===== src/rtl/rxr_pkg.sv =====
package rxr_pkg;
  localparam int ST_OK   = 0;
  localparam int ST_FAE  = 1;
  localparam int ST_CRC  = 2;
  localparam int ST_LONG = 3;
  localparam int ST_RUNT = 4;
  localparam int HDR_BYTES = 4;
  localparam int RD_BIAS   = 16;
  localparam int EV_ROK = 0;
  localparam int EV_RER = 1;
  localparam int NUM_EV = 2;
  typedef enum logic {PH_DATA, PH_HDR} phase_t;
endpackage


===== src/rtl/rxr_space.sv =====
module rxr_space import rxr_pkg::*; #(
  parameter int BASE_AW = 13,
  parameter int CODE_W  = 2,
  parameter int OFS_W   = BASE_AW + (1 << CODE_W) - 1,
  parameter int LEN_W   = OFS_W + 2
) (
  input  logic [CODE_W-1:0] cfg_size,
  input  logic [OFS_W-1:0]  wr_off,
  input  logic [OFS_W-1:0]  rd_ptr,
  output logic [OFS_W-1:0]  mask,
  output logic [LEN_W-1:0]  size,
  output logic [LEN_W-1:0]  free,
  output logic              empty
);
  localparam int NCODE = 1 << CODE_W;

  logic [LEN_W-1:0] size_tab [NCODE];
  logic [OFS_W-1:0] host_off;
  logic [OFS_W-1:0] diff;

  for (genvar g = 0; g < NCODE; g++) begin : g_size
    assign size_tab[g] = LEN_W'(1) << (BASE_AW + g);
  end

  assign size     = size_tab[cfg_size];
  assign mask     = OFS_W'(size - LEN_W'(1));
  assign host_off = (rd_ptr + OFS_W'(RD_BIAS)) & mask;
  assign diff     = (host_off - wr_off) & mask;
  assign empty    = (diff == '0);
  assign free     = empty ? size : LEN_W'(diff);
endmodule


===== src/rtl/rxr_frame.sv =====
module rxr_frame import rxr_pkg::*; #(
  parameter int LEN_W   = 18,
  parameter int FLEN_W  = 16,
  parameter int MIN_LEN = 64,
  parameter int MAX_LEN = 4096
) (
  input  logic              clk,
  input  logic              rst_n,
  input  logic              beat,
  input  logic              last,
  input  logic              crc_in,
  input  logic              fae_in,
  input  logic [LEN_W-1:0]  free,
  input  logic              clear,
  output logic [LEN_W-1:0]  pos,
  output logic              room,
  output logic [FLEN_W-1:0] len,
  output logic              bad,
  output logic              runt,
  output logic              overrun,
  output logic [7:0]        status,
  output logic              ok
);
  logic [FLEN_W-1:0] cnt;
  logic              crc_q, fae_q;
  logic              long_f;

  assign pos  = LEN_W'(HDR_BYTES) + LEN_W'(cnt);
  assign room = pos < free;

  always_ff @(posedge clk) begin
    if (!rst_n) begin
      cnt     <= '0;
      len     <= '0;
      crc_q   <= 1'b0;
      fae_q   <= 1'b0;
      overrun <= 1'b0;
    end else if (clear) begin
      cnt     <= '0;
      overrun <= 1'b0;
    end else if (beat) begin
      if (cnt != '1) cnt <= cnt + FLEN_W'(1);
      if (!room) overrun <= 1'b1;
      if (last) begin
        len   <= (cnt == '1) ? cnt : cnt + FLEN_W'(1);
        crc_q <= crc_in;
        fae_q <= fae_in;
      end
    end
  end

  assign runt   = len < FLEN_W'(MIN_LEN);
  assign long_f = len > FLEN_W'(MAX_LEN);
  assign bad    = crc_q | fae_q;
  assign ok     = !bad && !runt && !long_f;

  always_comb begin
    status          = '0;
    status[ST_OK]   = ok;
    status[ST_FAE]  = fae_q;
    status[ST_CRC]  = crc_q;
    status[ST_LONG] = long_f;
    status[ST_RUNT] = runt;
  end

  assert_ovr_sticky_R9: assert property (@(posedge clk) disable iff (!rst_n)
    ($past(overrun) && !$past(clear)) |-> overrun);
endmodule


===== src/rtl/rxr_events.sv =====
module rxr_events import rxr_pkg::*; #(
  parameter int CNT_W = 16
) (
  input  logic              clk,
  input  logic              rst_n,
  input  logic [NUM_EV-1:0] set_ev,
  input  logic [NUM_EV-1:0] clr_ev,
  input  logic              inc,
  input  logic              cnt_clr,
  output logic [NUM_EV-1:0] flags,
  output logic [CNT_W-1:0]  cnt
);
  for (genvar g = 0; g < NUM_EV; g++) begin : g_flag
    always_ff @(posedge clk) begin
      if (!rst_n)          flags[g] <= 1'b0;
      else if (set_ev[g])  flags[g] <= 1'b1;
      else if (clr_ev[g])  flags[g] <= 1'b0;
    end

    assert_flag_src_R11: assert property (@(posedge clk) disable iff (!rst_n)
      $rose(flags[g]) |-> $past(set_ev[g]));
  end

  always_ff @(posedge clk) begin
    if (!rst_n)                cnt <= '0;
    else if (cnt_clr)          cnt <= '0;
    else if (inc && cnt != '1) cnt <= cnt + CNT_W'(1);
  end

  assert_miss_step_R12: assert property (@(posedge clk) disable iff (!rst_n)
    (cnt != $past(cnt)) |-> ((cnt == $past(cnt) + CNT_W'(1)) || (cnt == '0)));
endmodule


===== src/rtl/rxr_ring_writer.sv =====
module rxr_ring_writer import rxr_pkg::*; #(
  parameter int BASE_AW = 13,
  parameter int CODE_W  = 2,
  parameter int CNT_W   = 16,
  parameter int MIN_LEN = 64,
  parameter int MAX_LEN = 4096
) (
  input  logic              clk,
  input  logic              rst_n,
  input  logic              s_valid,
  output logic              s_ready,
  input  logic [7:0]        s_data,
  input  logic              s_last,
  input  logic              s_crc_err,
  input  logic              s_align_err,
  input  logic [CODE_W-1:0] cfg_size,
  input  logic              cfg_acc_runt,
  input  logic              cfg_acc_err,
  input  logic              rd_ptr_we,
  input  logic [BASE_AW+(1<<CODE_W)-2:0] rd_ptr_wdata,
  output logic              buf_empty,
  output logic              mem_we,
  output logic [BASE_AW+(1<<CODE_W)-2:0] mem_addr,
  output logic [7:0]        mem_wdata,
  output logic              isr_rok,
  output logic              isr_rer,
  input  logic [NUM_EV-1:0] isr_clr,
  input  logic              miss_clr,
  output logic [CNT_W-1:0]  miss_cnt
);
  localparam int OFS_W  = BASE_AW + (1 << CODE_W) - 1;
  localparam int LEN_W  = OFS_W + 2;
  localparam int FLEN_W = 16;
  localparam logic [OFS_W-1:0] RD_RST = OFS_W'(0) - OFS_W'(RD_BIAS);

  phase_t            phase;
  logic [1:0]        hcnt;
  logic [OFS_W-1:0]  wr_off, rd_ptr;
  logic [OFS_W-1:0]  mask;
  logic [LEN_W-1:0]  size, free;
  logic              empty;
  logic              beat, commit;
  logic [LEN_W-1:0]  pos;
  logic              room;
  logic [FLEN_W-1:0] frm_len;
  logic              frm_bad, frm_runt, frm_ovr, frm_ok;
  logic [7:0]        frm_status;
  logic [LEN_W-1:0]  foot, sum, nxt;
  logic              fits, accept, store;
  logic [7:0]        hdr_byte;
  logic [OFS_W-1:0]  data_addr;
  logic [NUM_EV-1:0] set_ev, flags;
  logic              inc_miss;

  assign s_ready   = (phase == PH_DATA);
  assign beat      = s_valid && s_ready;
  assign commit    = (phase == PH_HDR) && (hcnt == 2'd3);
  assign buf_empty = empty;

  rxr_space #(.BASE_AW(BASE_AW), .CODE_W(CODE_W), .OFS_W(OFS_W), .LEN_W(LEN_W)) u_space (
    .cfg_size(cfg_size), .wr_off(wr_off), .rd_ptr(rd_ptr),
    .mask(mask), .size(size), .free(free), .empty(empty)
  );

  rxr_frame #(.LEN_W(LEN_W), .FLEN_W(FLEN_W), .MIN_LEN(MIN_LEN), .MAX_LEN(MAX_LEN)) u_frame (
    .clk(clk), .rst_n(rst_n), .beat(beat), .last(s_last),
    .crc_in(s_crc_err), .fae_in(s_align_err), .free(free), .clear(commit),
    .pos(pos), .room(room), .len(frm_len), .bad(frm_bad), .runt(frm_runt),
    .overrun(frm_ovr), .status(frm_status), .ok(frm_ok)
  );

  // footprint of descriptor plus frame, rounded up to a dword
  assign foot   = (LEN_W'(frm_len) + LEN_W'(HDR_BYTES + 3)) & ~LEN_W'(3);
  assign fits   = !frm_ovr && (foot < free);
  assign accept = (!frm_bad || cfg_acc_err) && (!frm_runt || cfg_acc_runt);
  assign store  = accept && fits;
  assign sum    = LEN_W'(wr_off) + foot;
  assign nxt    = (sum >= size) ? (sum - size) : sum;

  assign data_addr = OFS_W'(LEN_W'(wr_off) + pos) & mask;

  always_comb begin
    case (hcnt)
      2'd0:    hdr_byte = frm_status;
      2'd1:    hdr_byte = 8'h00;
      2'd2:    hdr_byte = frm_len[7:0];
      default: hdr_byte = frm_len[15:8];
    endcase
  end

  always_ff @(posedge clk) begin
    if (!rst_n) begin
      phase  <= PH_DATA;
      hcnt   <= '0;
      wr_off <= '0;
      rd_ptr <= RD_RST;
    end else begin
      if (rd_ptr_we) rd_ptr <= rd_ptr_wdata;
      case (phase)
        PH_DATA: begin
          if (beat && s_last) begin
            phase <= PH_HDR;
            hcnt  <= '0;
          end
        end
        default: begin
          hcnt <= hcnt + 2'd1;
          if (commit) begin
            phase <= PH_DATA;
            if (store) wr_off <= OFS_W'(nxt);
          end
        end
      endcase
    end
  end

  always_ff @(posedge clk) begin
    if (!rst_n) begin
      mem_we    <= 1'b0;
      mem_addr  <= '0;
      mem_wdata <= '0;
    end else if (phase == PH_HDR) begin
      mem_we    <= store;
      mem_addr  <= wr_off + OFS_W'(hcnt);
      mem_wdata <= hdr_byte;
    end else begin
      mem_we <= beat && room;
      if (beat) begin
        mem_addr  <= data_addr;
        mem_wdata <= s_data;
      end
    end
  end

  assign set_ev[EV_ROK] = commit && store && frm_ok;
  assign set_ev[EV_RER] = commit && !(store && frm_ok);
  assign inc_miss       = commit && accept && !fits;

  rxr_events #(.CNT_W(CNT_W)) u_ev (
    .clk(clk), .rst_n(rst_n), .set_ev(set_ev), .clr_ev(isr_clr),
    .inc(inc_miss), .cnt_clr(miss_clr), .flags(flags), .cnt(miss_cnt)
  );
  assign isr_rok = flags[EV_ROK];
  assign isr_rer = flags[EV_RER];

  assert_ready_drop_R1: assert property (@(posedge clk) disable iff (!rst_n)
    $fell(s_ready) |-> $past(s_valid && s_last));
  assert_wr_align_R5: assert property (@(posedge clk) disable iff (!rst_n)
    wr_off[1:0] == 2'b00);
  assert_wr_moves_R5: assert property (@(posedge clk) disable iff (!rst_n)
    (wr_off != $past(wr_off)) |-> $past(phase == PH_HDR));
  assert_addr_range_R6: assert property (@(posedge clk) disable iff (!rst_n)
    mem_we |-> (mem_addr <= mask));
endmodule


===== config.mk =====
export PLATFORM = sky130hd
export DESIGN_NAME = rxr_ring_writer
export DESIGN_NICKNAME = d
export VERILOG_FILES = /design/src/rtl/rxr_pkg.sv /design/src/rtl/rxr_space.sv /design/src/rtl/rxr_frame.sv /design/src/rtl/rxr_events.sv /design/src/rtl/rxr_ring_writer.sv
export SDC_FILE = /design/constraint.sdc
export NUM_CORES = 1
export LEC_CHECK = 0
export ABC_AREA = 1
export BUFFER_PORTS_ARGS = -buffer_cell sky130_fd_sc_hd__clkbuf_2
export CAP_MARGIN = 20
export CORE_MARGIN = 8
export CORE_UTILIZATION = 47
export CTS_BUF_LIST = sky130_fd_sc_hd__clkbuf_4
export DETAILED_ROUTE_END_ITERATION = 7
export PLACE_DENSITY = 0.66
export SLEW_MARGIN = 20
export SYNTH_ARGS = -nofsm -noshare
export SYNTH_HDL_FRONTEND = slang
export SYNTH_SLANG_ARGS = --single-unit

===== constraint.sdc =====
create_clock -name clk -period 7.6 [get_ports clk]
set_clock_uncertainty 0.05 [all_clocks]
set_input_delay 1.52 -clock clk [delete_from_list [all_inputs] [get_ports clk]]
set_output_delay 1.52 -clock clk [all_outputs]
set_load 0.03 [all_outputs]

# Yosys cells after proc, flatten, opt, wreduce, memory -nomap -nowiden
# Cells that the tools add are included.
# totals
wordCells	105
ff_bits	113
# classes
n_mux	21
bitwise_logic	9
add_sub_neg	12
eq_ne	6
magnitude_cmp	6
n_reduce_logical	36
# op_table
op	count
2-to-1 mux 16 bit	4
2-to-1 mux 18 bit	3
AND 16 bit	3
binary-select mux 18 bit (select 2 bit)	1
< comparator 17 x 18 -> 1 bit	2
adder 16 x 1 -> 16 bit (second input constant)	2
inequality test 16 bit (second input constant)	2
subtractor 16 bit	2
case mux 8 bit (3 select lines)	1
adder 16 x 17 -> 18 bit	1
>= comparator 18 bit	1
adder 16 x 3 -> 17 bit (second input constant)	1
adder 3 x 16 -> 17 bit (first input constant)	1
adder 16 bit	1
adder 16 x 2 -> 16 bit	1
adder 16 x 5 -> 16 bit (second input constant)	1
== test 16 bit (second input constant)	1
> comparator 16 x 13 -> 1 bit (second input constant)	1
logical AND 1 bit	16
logical NOT 16 bit	1
< comparator 16 x 7 -> 1 bit (second input constant)	1
2-to-1 mux 8 bit	2
subtractor 16 x 1 -> 16 bit (second input constant)	1
2-to-1 mux 1 bit	8
15 further kinds	32

# Longest topological paths before layout
# Gate-level depths: netlist (run 1).
# depth
ltp_word	17
mapped_depth	33
ltp_nobuf	33

# Modules after synthesis
# A second synthesis (run 1) with hierarchy kept.
# hier_totals
hier_cells	1984
hier_area_um2	11940.2
# by_module_without_submodules
module	cells_per_inst	instances	seq_area_each_um2	area_per_inst_um2
rxr_ring_writer	1111	1	1201.2	6628.9
rxr_frame	357	1	700.7	2461.1
rxr_space	354	1	0.0	1816.7
rxr_events	162	1	360.3	1033.5

# Worst setup path after synthesis (run 1)
# OpenSTA, ideal clock, no wires.
# synth_timing
path_type	input-to-reg
from	input port cfg_size[0]
to	register u_ev.cnt[10]
slack_ns	2.568
arrival_time_ns	4.911
path_stages	23
required_ns	7.480
cell_sequence	nor2_1 nor3b_1 ha_1 nand2_1 inv_1 a221oi_1 nand2_1 or2_0 nand2_1 nand2_1 nor2_4 a21boi_1 ha_1 a21o_1 a211oi_1 nand3_1 or2_1 nand2_1 inv_2 nand2_2 buf_6 nand2_1 a21oi_1
# synth_between
elab_chain_cells	15
# synth_rtl
element	line	source
from (decl)	rxr_ring_writer.sv:16	input logic [CODE_W-1:0] cfg_size,
inverter 2 -> 3 bit (not written as such) (*)	rxr_space.sv:25	assign size = size_tab[cfg_size];
binary-select mux 18 bit (select 2 bit) (*)	rxr_space.sv:25	
2-to-1 mux 18 bit (not written as such) (*) (2 in a row)	rxr_space.sv:25	
subtractor 16 x 1 -> 16 bit (*)	rxr_space.sv:26	assign mask = OFS_W'(size - LEN_W'(1));
AND 16 bit	rxr_space.sv:27	assign host_off = (rd_ptr + OFS_W'(RD_BIAS)) & mask;
subtractor 16 bit	rxr_space.sv:28	assign diff = (host_off - wr_off) & mask;
AND 16 bit (*)	rxr_space.sv:28	
logical NOT 16 bit (*)	rxr_space.sv:29	assign empty = (diff == '0);
net buf_empty	rxr_ring_writer.sv:21	output logic buf_empty,
2-to-1 mux 18 bit (*)	rxr_space.sv:30	assign free = empty ? size : LEN_W'(diff);
< comparator 17 x 18 -> 1 bit (*)	rxr_ring_writer.sv:74	assign fits = !frm_ovr && (foot < free);
logical AND 1 bit (*)	rxr_ring_writer.sv:74	
logical NOT 1 bit (*)	rxr_ring_writer.sv:137	assign inc_miss = commit && accept && !fits;
logical AND 1 bit (*)	rxr_ring_writer.sv:137	
logical AND 1 bit (*)	rxr_events.sv:27	else if (inc && cnt != '1) cnt <= cnt + CNT_W'(1);
to (signal assigned)	rxr_events.sv:27	
to (decl)	rxr_events.sv:11	output logic [CNT_W-1:0] cnt
# Mark *: on every way through the listed nets, which the timed path passes. The rest lies on a longest branch. The select of a mux whose other input is x is not followed.
# A chain may end at the register's enable or synchronous reset.

# Worst setup path after layout (run 1)
# layout_timing
from	input port cfg_size[0]
to	output port buf_empty
# layout_between
elab_chain_cells	9
# layout_rtl
element	line
inverter 2 -> 3 bit (not written as such) (*)	rxr_space.sv:25
binary-select mux 18 bit (select 2 bit) (*)	rxr_space.sv:25
2-to-1 mux 18 bit (not written as such) (*) (2 in a row)	rxr_space.sv:25
subtractor 16 x 1 -> 16 bit (*)	rxr_space.sv:26
AND 16 bit	rxr_space.sv:27
subtractor 16 bit	rxr_space.sv:28
AND 16 bit (*)	rxr_space.sv:28
logical NOT 16 bit (*)	rxr_space.sv:29
to (decl)	rxr_ring_writer.sv:21
# Mark *: on every way between the ends. The rest lies on a longest branch, timed or not. The select of a mux whose other input is x is not followed.

==> results.py, run 1 <==
metrics = {
    "logic_synthesis": {
        "ys_seq_area_share_pct": 25.7,
        "yosys-mux-area-fraction_pct": 0,
        "yosys.area_share.simple_pct": 27.1,
        "post-synth-top-count-cell": "nand2_1",
        "ys_types": 52,
        "synthArstFlopShare_pct": 0,
        "netlist_area_mm2": 0.00865,
        "synth_edf_count": 0,
        "synth_xor_area_share_pct": 6.58,
        "syn_nets": 1413,
        "synth_top_cell_by_area": "dfxtp_1",
        "synth_seq_cells": 111,
        "synthAdderAreaFrac_pct": 12.9,
        "synth_top_family_by_area": "simple AND/OR/NAND/NOR gates",
        "syn_inst": 1288,
        "synthTopCellsByCount": "nand2_1 (268), inv_1 (166), a21oi_1 (119)",
        "synthFlopType": "dfxtp_1",
        "yosysWarnings": 0,
        "synth_compound_area_share_pct": 18.5,
        "synth_top_area_share_pct": 25.7,
        "synth_area_leaders": "dfxtp_1 (26%), ha_1 (12%), nand2_1 (12%)",
        "syn_area_per_cell_um2": 6.72,
    },
    "clock_tree": {
        "clockBufferDepth": 2,
        "hold_buffers": 0,
        "post_cts_resized": 0,
        "post_cts_buffers": 0,
        "path_clk_slew_ns": 0.19,
        "h-tree-depth": 3,
        "numCtsBuffers": 9,
        "cts_num_sinks": 111,
        "clock_latency_ns": 0.50,
        "root_buffer": "clkbuf_4",
        "cts_tree": "yes",
    },
    "die": {
        "die_y_um": 152,
        "rows": 49,
        "chipWidth_um": 152,
        "initial_utilization_pct": 48.0,
        "dieArea_mm2": 0.0230,
        "core_mm2": 0.0180,
        "io_pins": 83,
    },
    "power_and_ir_drop": {
        "p_sw_mw": 0.549,
        "switching_share_pct": 37.8,
        "p_int_mw": 0.904,
        "power_frac_seq_pct": 44.0,
        "p_comb_share_pct": 30.5,
        "powerDensity_mw_per_mm2": 154,
        "clkPwrFrac_pct": 25.5,
        "p_leak_nw": 4.48,
        "vdd_drop_max_v": 0.000138,
    },
    "placed_design": {
        "gp_congestion": 0.895,
        "dp_cells": 1571,
        "numPortBuffers": 82,
        "hpwl_um": 20700,
    },
    "worst_setup_path": {
        "reg2reg_slack_ns": 2.66,
        "start_kind": "input pin",
        "rr_endpoint": "u_ev.cnt[14]",
        "cp.required_ns": 6.03,
        "startpoint": "cfg_size[0]",
        "rr_worst_depth": 27,
        "path_cells": "clkbuf_2, nor2_1, nor3b_1, ha_1, nand2_1, inv_1, a221oi_1, nand2_1, or2_0, nand2_1, nand2_1, nor2_4, clkbuf_2",
        "crit_type": "input pin to output port",
        "path_max_fanout": 5,
        "path_buf_inv": 3,
        "crit_top_cell": "nand2_1",
        "rr_startpoint": "rd_ptr[4]",
        "endpoint_kind": "output port",
        "cp_slowest_cell": "ha_1",
        "arrival_ns": 3.72,
        "cp-endpoint": "buf_empty",
        "critPathTopFamily": "simple AND/OR/NAND/NOR gates",
        "cp.depth": 13,
        "slowest_delay_ns": 0.35,
    },
    "detailed_routing": {
        "dr_wl_met3_um": 1570,
        "wl_met2_um": 12200,
        "first_pass_iters": 5,
        "antenna_left": 0,
        "vias_per_cell": 5.48,
        "vias": 8707,
        "wl_per_cell_um": 16.5,
        "top_layer_used": "met4",
        "first_iter_violations": 681,
        "drcViolationCount": 0,
        "m1WireLength_um": 11900,
        "wirelength_um": 26200,
    },
    "global_route": {
        "gr-total-overflow": 0,
        "grt_pass1_vias": 8012,
        "grt_max_degree": 43,
        "grt.total_usage_pct": 22.6,
        "grt_pass1_wl_um": 41000,
        "antenna_found_initial": 1,
    },
    "timing": {
        "relSlewSlack_pct": 42.3,
        "grt_setup_unrepaired": "no",
        "tightestPinTransition_ns": 0.866,
        "drv_slew": 0,
        "post-route-period-util_pct": 69.6,
        "final.setup.tns_ns": 0,
        "finalHoldViolations": 0,
        "period_minus_slack_ns": 5.29,
        "fmax_mhz": 189,
        "setup_viol": 0,
    },
    "cells_and_area": {
        "fin_cells": 1589,
        "drive_gt1_share_pct": 10.7,
        "fin_util_pct": 52.4,
        "area_growth_pct": 9.11,
        "fin_nets": 1479,
    },
    "outcome": {
        "run_status": "finished clean",
    },
    "min_path": {
        "min_path_type": "flip-flop to flip-flop",
    },
    "run": {
        "maxCapViolations": 0,
    },
}
==> metrics by stage <==
| stage | instance area, um^2 | worst slack, ns | power (mW) | hold WS (ns) |
|---|---|---|---|---|
| after floorplan | 8650 | 2.57 | 0.964 | 0.388 |
| after global placement | 9250 | 1.94 | 1.08 | 0.405 |
| after detailed placement | 9250 | 1.78 | 1.09 | 0.404 |
| after CTS | 9430 | 2.32 | 1.46 | 0.427 |
| after global routing | 9440 | 1.95 | 1.54 | 0.461 |
| final | 9440 | 2.31 | 1.45 | 0.424 |
==> worst min-delay path by stage <==
stage / from / endpoint / slack, ns / cells after the start
finish: u_ev.flags[1] / u_ev.flags[1] / 0.42 / 2
global route: u_frame.fae_q / u_frame.fae_q / 0.46 / 2
CTS: u_ev.flags[1] / u_ev.flags[1] / 0.43 / 2
detailed placement: u_ev.flags[1] / u_ev.flags[1] / 0.40 / 2
global placement: u_ev.flags[1] / u_ev.flags[1] / 0.40 / 2
floorplan: u_frame.overrun / u_frame.overrun / 0.39 / 2
==> tightest hold or removal path, delay by kind of cell, from the launching register on <==
kind / cells / cell delay (ns)
AND/OR/NAND/NOR: 1 / 0.06
flip-flops: 1 / 0.35
AO/OA/AOI/OAI: 1 / 0.05
==> per-layer routing <==
layer	global-route usage, %	up-vias
met5	0	-
met4	6.08	0
met3	2.94	25
met2	37.7	192
met1	30.2	4066
li1	-	4424
==> cell families after synthesis <==
kind of cell             Yosys count
AND/OR/NAND/NOR                  535
AO/OA/AOI/OAI                    281
buffers and inverters            209
flip-flops                       111
adder cells (fa/ha/maj)           87
XOR/XNOR                          65
==> layout by cell type (no fill, tap or decap), types with 10 or more instances in the layout <==
cell type  count
o211ai_1      10
nand3_1       77
nand4_1       15
nor2_1       112
dfxtp_1      111
a21oi_1      119
clkbuf_2      82
o21ai_0       81
xor2_1        50
inv_1        166
nor3_1        22
nand2_1      268
a31oi_1       24
ha_1          83
xnor2_1       15
==> state kept, by name (all words and copies together) (netlist names) <==
name             flops
u_frame.crc_q        1
mem_addr            16
wr_off              14
u_frame.overrun      1
u_ev.flags           2
hcnt                 2
u_frame.cnt         16
u_frame.fae_q        1
phase                1
u_ev.cnt            16
mem_we               1
mem_wdata            8
rd_ptr              16
u_frame.len         16
==> power by group through the flow <==
stage	clock, mW	sequential, mW	combinational (mW)
finish	0.371	0.640	0.443
detailed placement	0	0.651	0.436
floorplan	0	0.657	0.307
global placement	0	0.651	0.429
CTS	0.380	0.639	0.438
global route	0.401	0.643	0.498
==> cell type report <==
cell class / count / area (um^2)
well taps: 229 / 287
flip-flops and latches: 111 / 2220
repair buffers: 88 / 455
inverters: 176 / 661
multi-input cells: 968 / 5630
clock buffers: 9 / 67.6
clock inverters: 7 / 111
fillers: 1846 / 8590
diodes: 1 / 2.50
No activity file was read; power rests on OpenSTA's default activity.
==> run 2, diff against run 1 <==
PLACE_DENSITY = 0.68   (was 0.66)
clock period = 4.3 ns   (was 7.6 ns; I/O delays follow)
==> run 2 against run 1 <==
  * The flow now finishes with violations (negative setup slack)
  * Die area is the same
  * Global-route usage grew 1.3 points
  * Highest routed layer unchanged
  * Total power increased by 86%
  * Combinational power up 130%
  * Clock-buffer cell count grew 1
  * Via count is 5.1% higher
  * Critical endpoint unchanged
  * First-iteration DRC count down 0.29%
==> results.py, run 2 (synthesized netlist as in run 1, its figures left out) <==
metrics = {
    "cells_and_area": {
        "fin_util_pct": 59.8,
        "area_growth_pct": 24.5,
        "drive_gt1_share_pct": 23.1,
        "fin_area_mm2": 0.0108,
        "fin_nets": 1569,
        "final_common_cell": "nand2_1",
        "final_cell_mix": "nand2_1 (260), inv_1 (165), dfxtp_1 (107)",
        "fillers": 1687,
        "multiInputGateArea_mm2": 0.00622,
        "ff_latch_area_mm2": 0.00223,
    },
    "detailed_routing": {
        "drcViolationCount": 0,
        "wirelength_um": 27800,
        "vias": 9151,
        "first_iter_violations": 679,
        "first_pass_iters": 5,
        "vias_per_cell": 5.45,
        "wl_per_cell_um": 16.5,
        "antenna_left": 0,
    },
    "placed_design": {
        "pre_cts_ws_ns": -0.235,
        "gp_congestion": 0.970,
        "placed_area_mm2": 0.00978,
        "numPortBuffers": 82,
        "hpwl_um": 21100,
    },
    "global_route": {
        "antenna_found_initial": 1,
        "grt_pass1_wl_um": 43400,
        "grt_max_degree": 43,
        "grt.total_usage_pct": 23.9,
        "gr-total-overflow": 0,
        "grt_pass1_vias": 8580,
    },
    "die": {
        "io_pins": 83,
        "chipWidth_um": 152,
        "core_mm2": 0.0180,
        "rows": 49,
        "dieArea_mm2": 0.0230,
        "initial_utilization_pct": 48.0,
        "die_y_um": 152,
    },
    "power_and_ir_drop": {
        "powerDensity_mw_per_mm2": 251,
        "vdd_drop_max_v": 0.000169,
        "p_leak_nw": 5.02,
    },
    "worst_setup_path": {
        "cp.required_ns": 3.39,
        "rr_endpoint": "u_ev.cnt[7]",
        "reg2reg_slack_ns": -0.14,
        "rr_worst_depth": 27,
        "cp-endpoint": "buf_empty",
        "crit_type": "flip-flop to output port",
        "start_kind": "flip-flop",
        "endpoint_kind": "output port",
        "arrival_ns": 3.56,
        "rr_startpoint": "rd_ptr[5]",
        "path_max_fanout": 5,
        "startpoint": "rd_ptr[5]",
    },
    "clock_tree": {
        "cts_num_sinks": 111,
        "root_buffer": "clkbuf_4",
        "h-tree-depth": 3,
        "clockBufferDepth": 2,
        "clock_latency_ns": 0.52,
        "cts_tree": "yes",
        "path_clk_slew_ns": 0.19,
        "numCtsBuffers": 9,
    },
    "timing": {
        "drv_slew": 0,
        "period_minus_slack_ns": 4.47,
        "fmax_mhz": 224,
        "finalWorstSetupSlack_ns": -0.174,
        "grt_setup_unrepaired": "yes",
        "setup_viol": 33,
        "relSlewSlack_pct": 32.3,
        "tightestPinTransition_ns": 1.01,
        "post-route-period-util_pct": 104,
        "finalHoldViolations": 0,
    },
    "min_path": {
        "min_path_type": "flip-flop to flip-flop",
    },
    "outcome": {
        "run_status": "complete, but fails checks",
        "failed_checks": "negative setup slack",
    },
    "run": {
        "maxCapViolations": 0,
    },
}
-- run 2: worst min path at each step --
stage	startpoint	end	slack, ns	depth (start not counted)
after floorplan	u_frame.overrun	u_frame.overrun	0.39	2
final	rd_ptr[2]	rd_ptr[2]	0.44	2
after detailed placement	u_frame.crc_q	u_frame.crc_q	0.42	2
after CTS	u_frame.crc_q	u_frame.crc_q	0.44	2
after global routing	rd_ptr[2]	rd_ptr[2]	0.46	2
after global placement	u_frame.fae_q	u_frame.fae_q	0.42	2
-- run 2: power by group --
| part | leakage [nW] | switching (mW) | internal, mW |
|---|---|---|---|
| logic | 4.04 | 0.610 | 0.412 |
| clock network | 0.0733 | 0.413 | 0.135 |
| registers | 0.907 | 0.0530 | 1.08 |
-- run 2: metal layers --
layer	vias up	GRT usage, %	wire [um]
met5	-	0	0
met4	0	4.95	488
met3	44	4.46	1870
met2	247	40.4	13200
met1	4264	31.2	12200
li1	4596	-	-
-- run 2: layout make-up --
| type | instances | area share [%] |
|---|---|---|
| multi-input cells | 968 | 57.7 |
| inverters | 176 | 6.33 |
| clock buffers | 10 | 0.697 |
| repair buffers | 178 | 11.4 |
| well taps | 229 | 2.66 |
| clock inverters | 6 | 0.476 |
| diodes | 1 | 0.0232 |
| flip-flops and latches | 111 | 20.7 |
-- run 2: repair_timing --
item,CTS,global route
buffers inserted,16,3
pin swaps,29,38
hold buffers,0,0
endpoints found under the setup margin,33,35
resized for setup,88,80
cloned,2,0
-- run 2: critical path, stage by stage, from the launching register on --
cell,delay [ns]
dfxtp_2,0.36
buf_4,0.13
ha_4,0.17
buf_6,0.11
xor2_2,0.14
ha_1,0.35
a21oi_1,0.18
a21boi_2,0.20
buf_6,0.15
o21ai_4,0.07
nand2_1,0.07
nand2_1,0.07
or2_0,0.21
nand2_1,0.10
nand2_2,0.08
nor2_4,0.20
buf_4,0.14
buf_4,0.09
buf_4,0.09
clkbuf_8,0.14
-- run 2: through the flow --
stage                     setup TNS (ns)  power (mW)  hold WS [ns]  instances
after detailed placement           -5.13        2.03         0.416       1641
final                              -3.41        2.70         0.443       1679
after CTS                         -0.625        2.64         0.439       1675
after floorplan                        0        1.70         0.388       1288
after global placement             -1.62        2.01         0.416       1641
after global routing              -10.98        2.87         0.459       1679
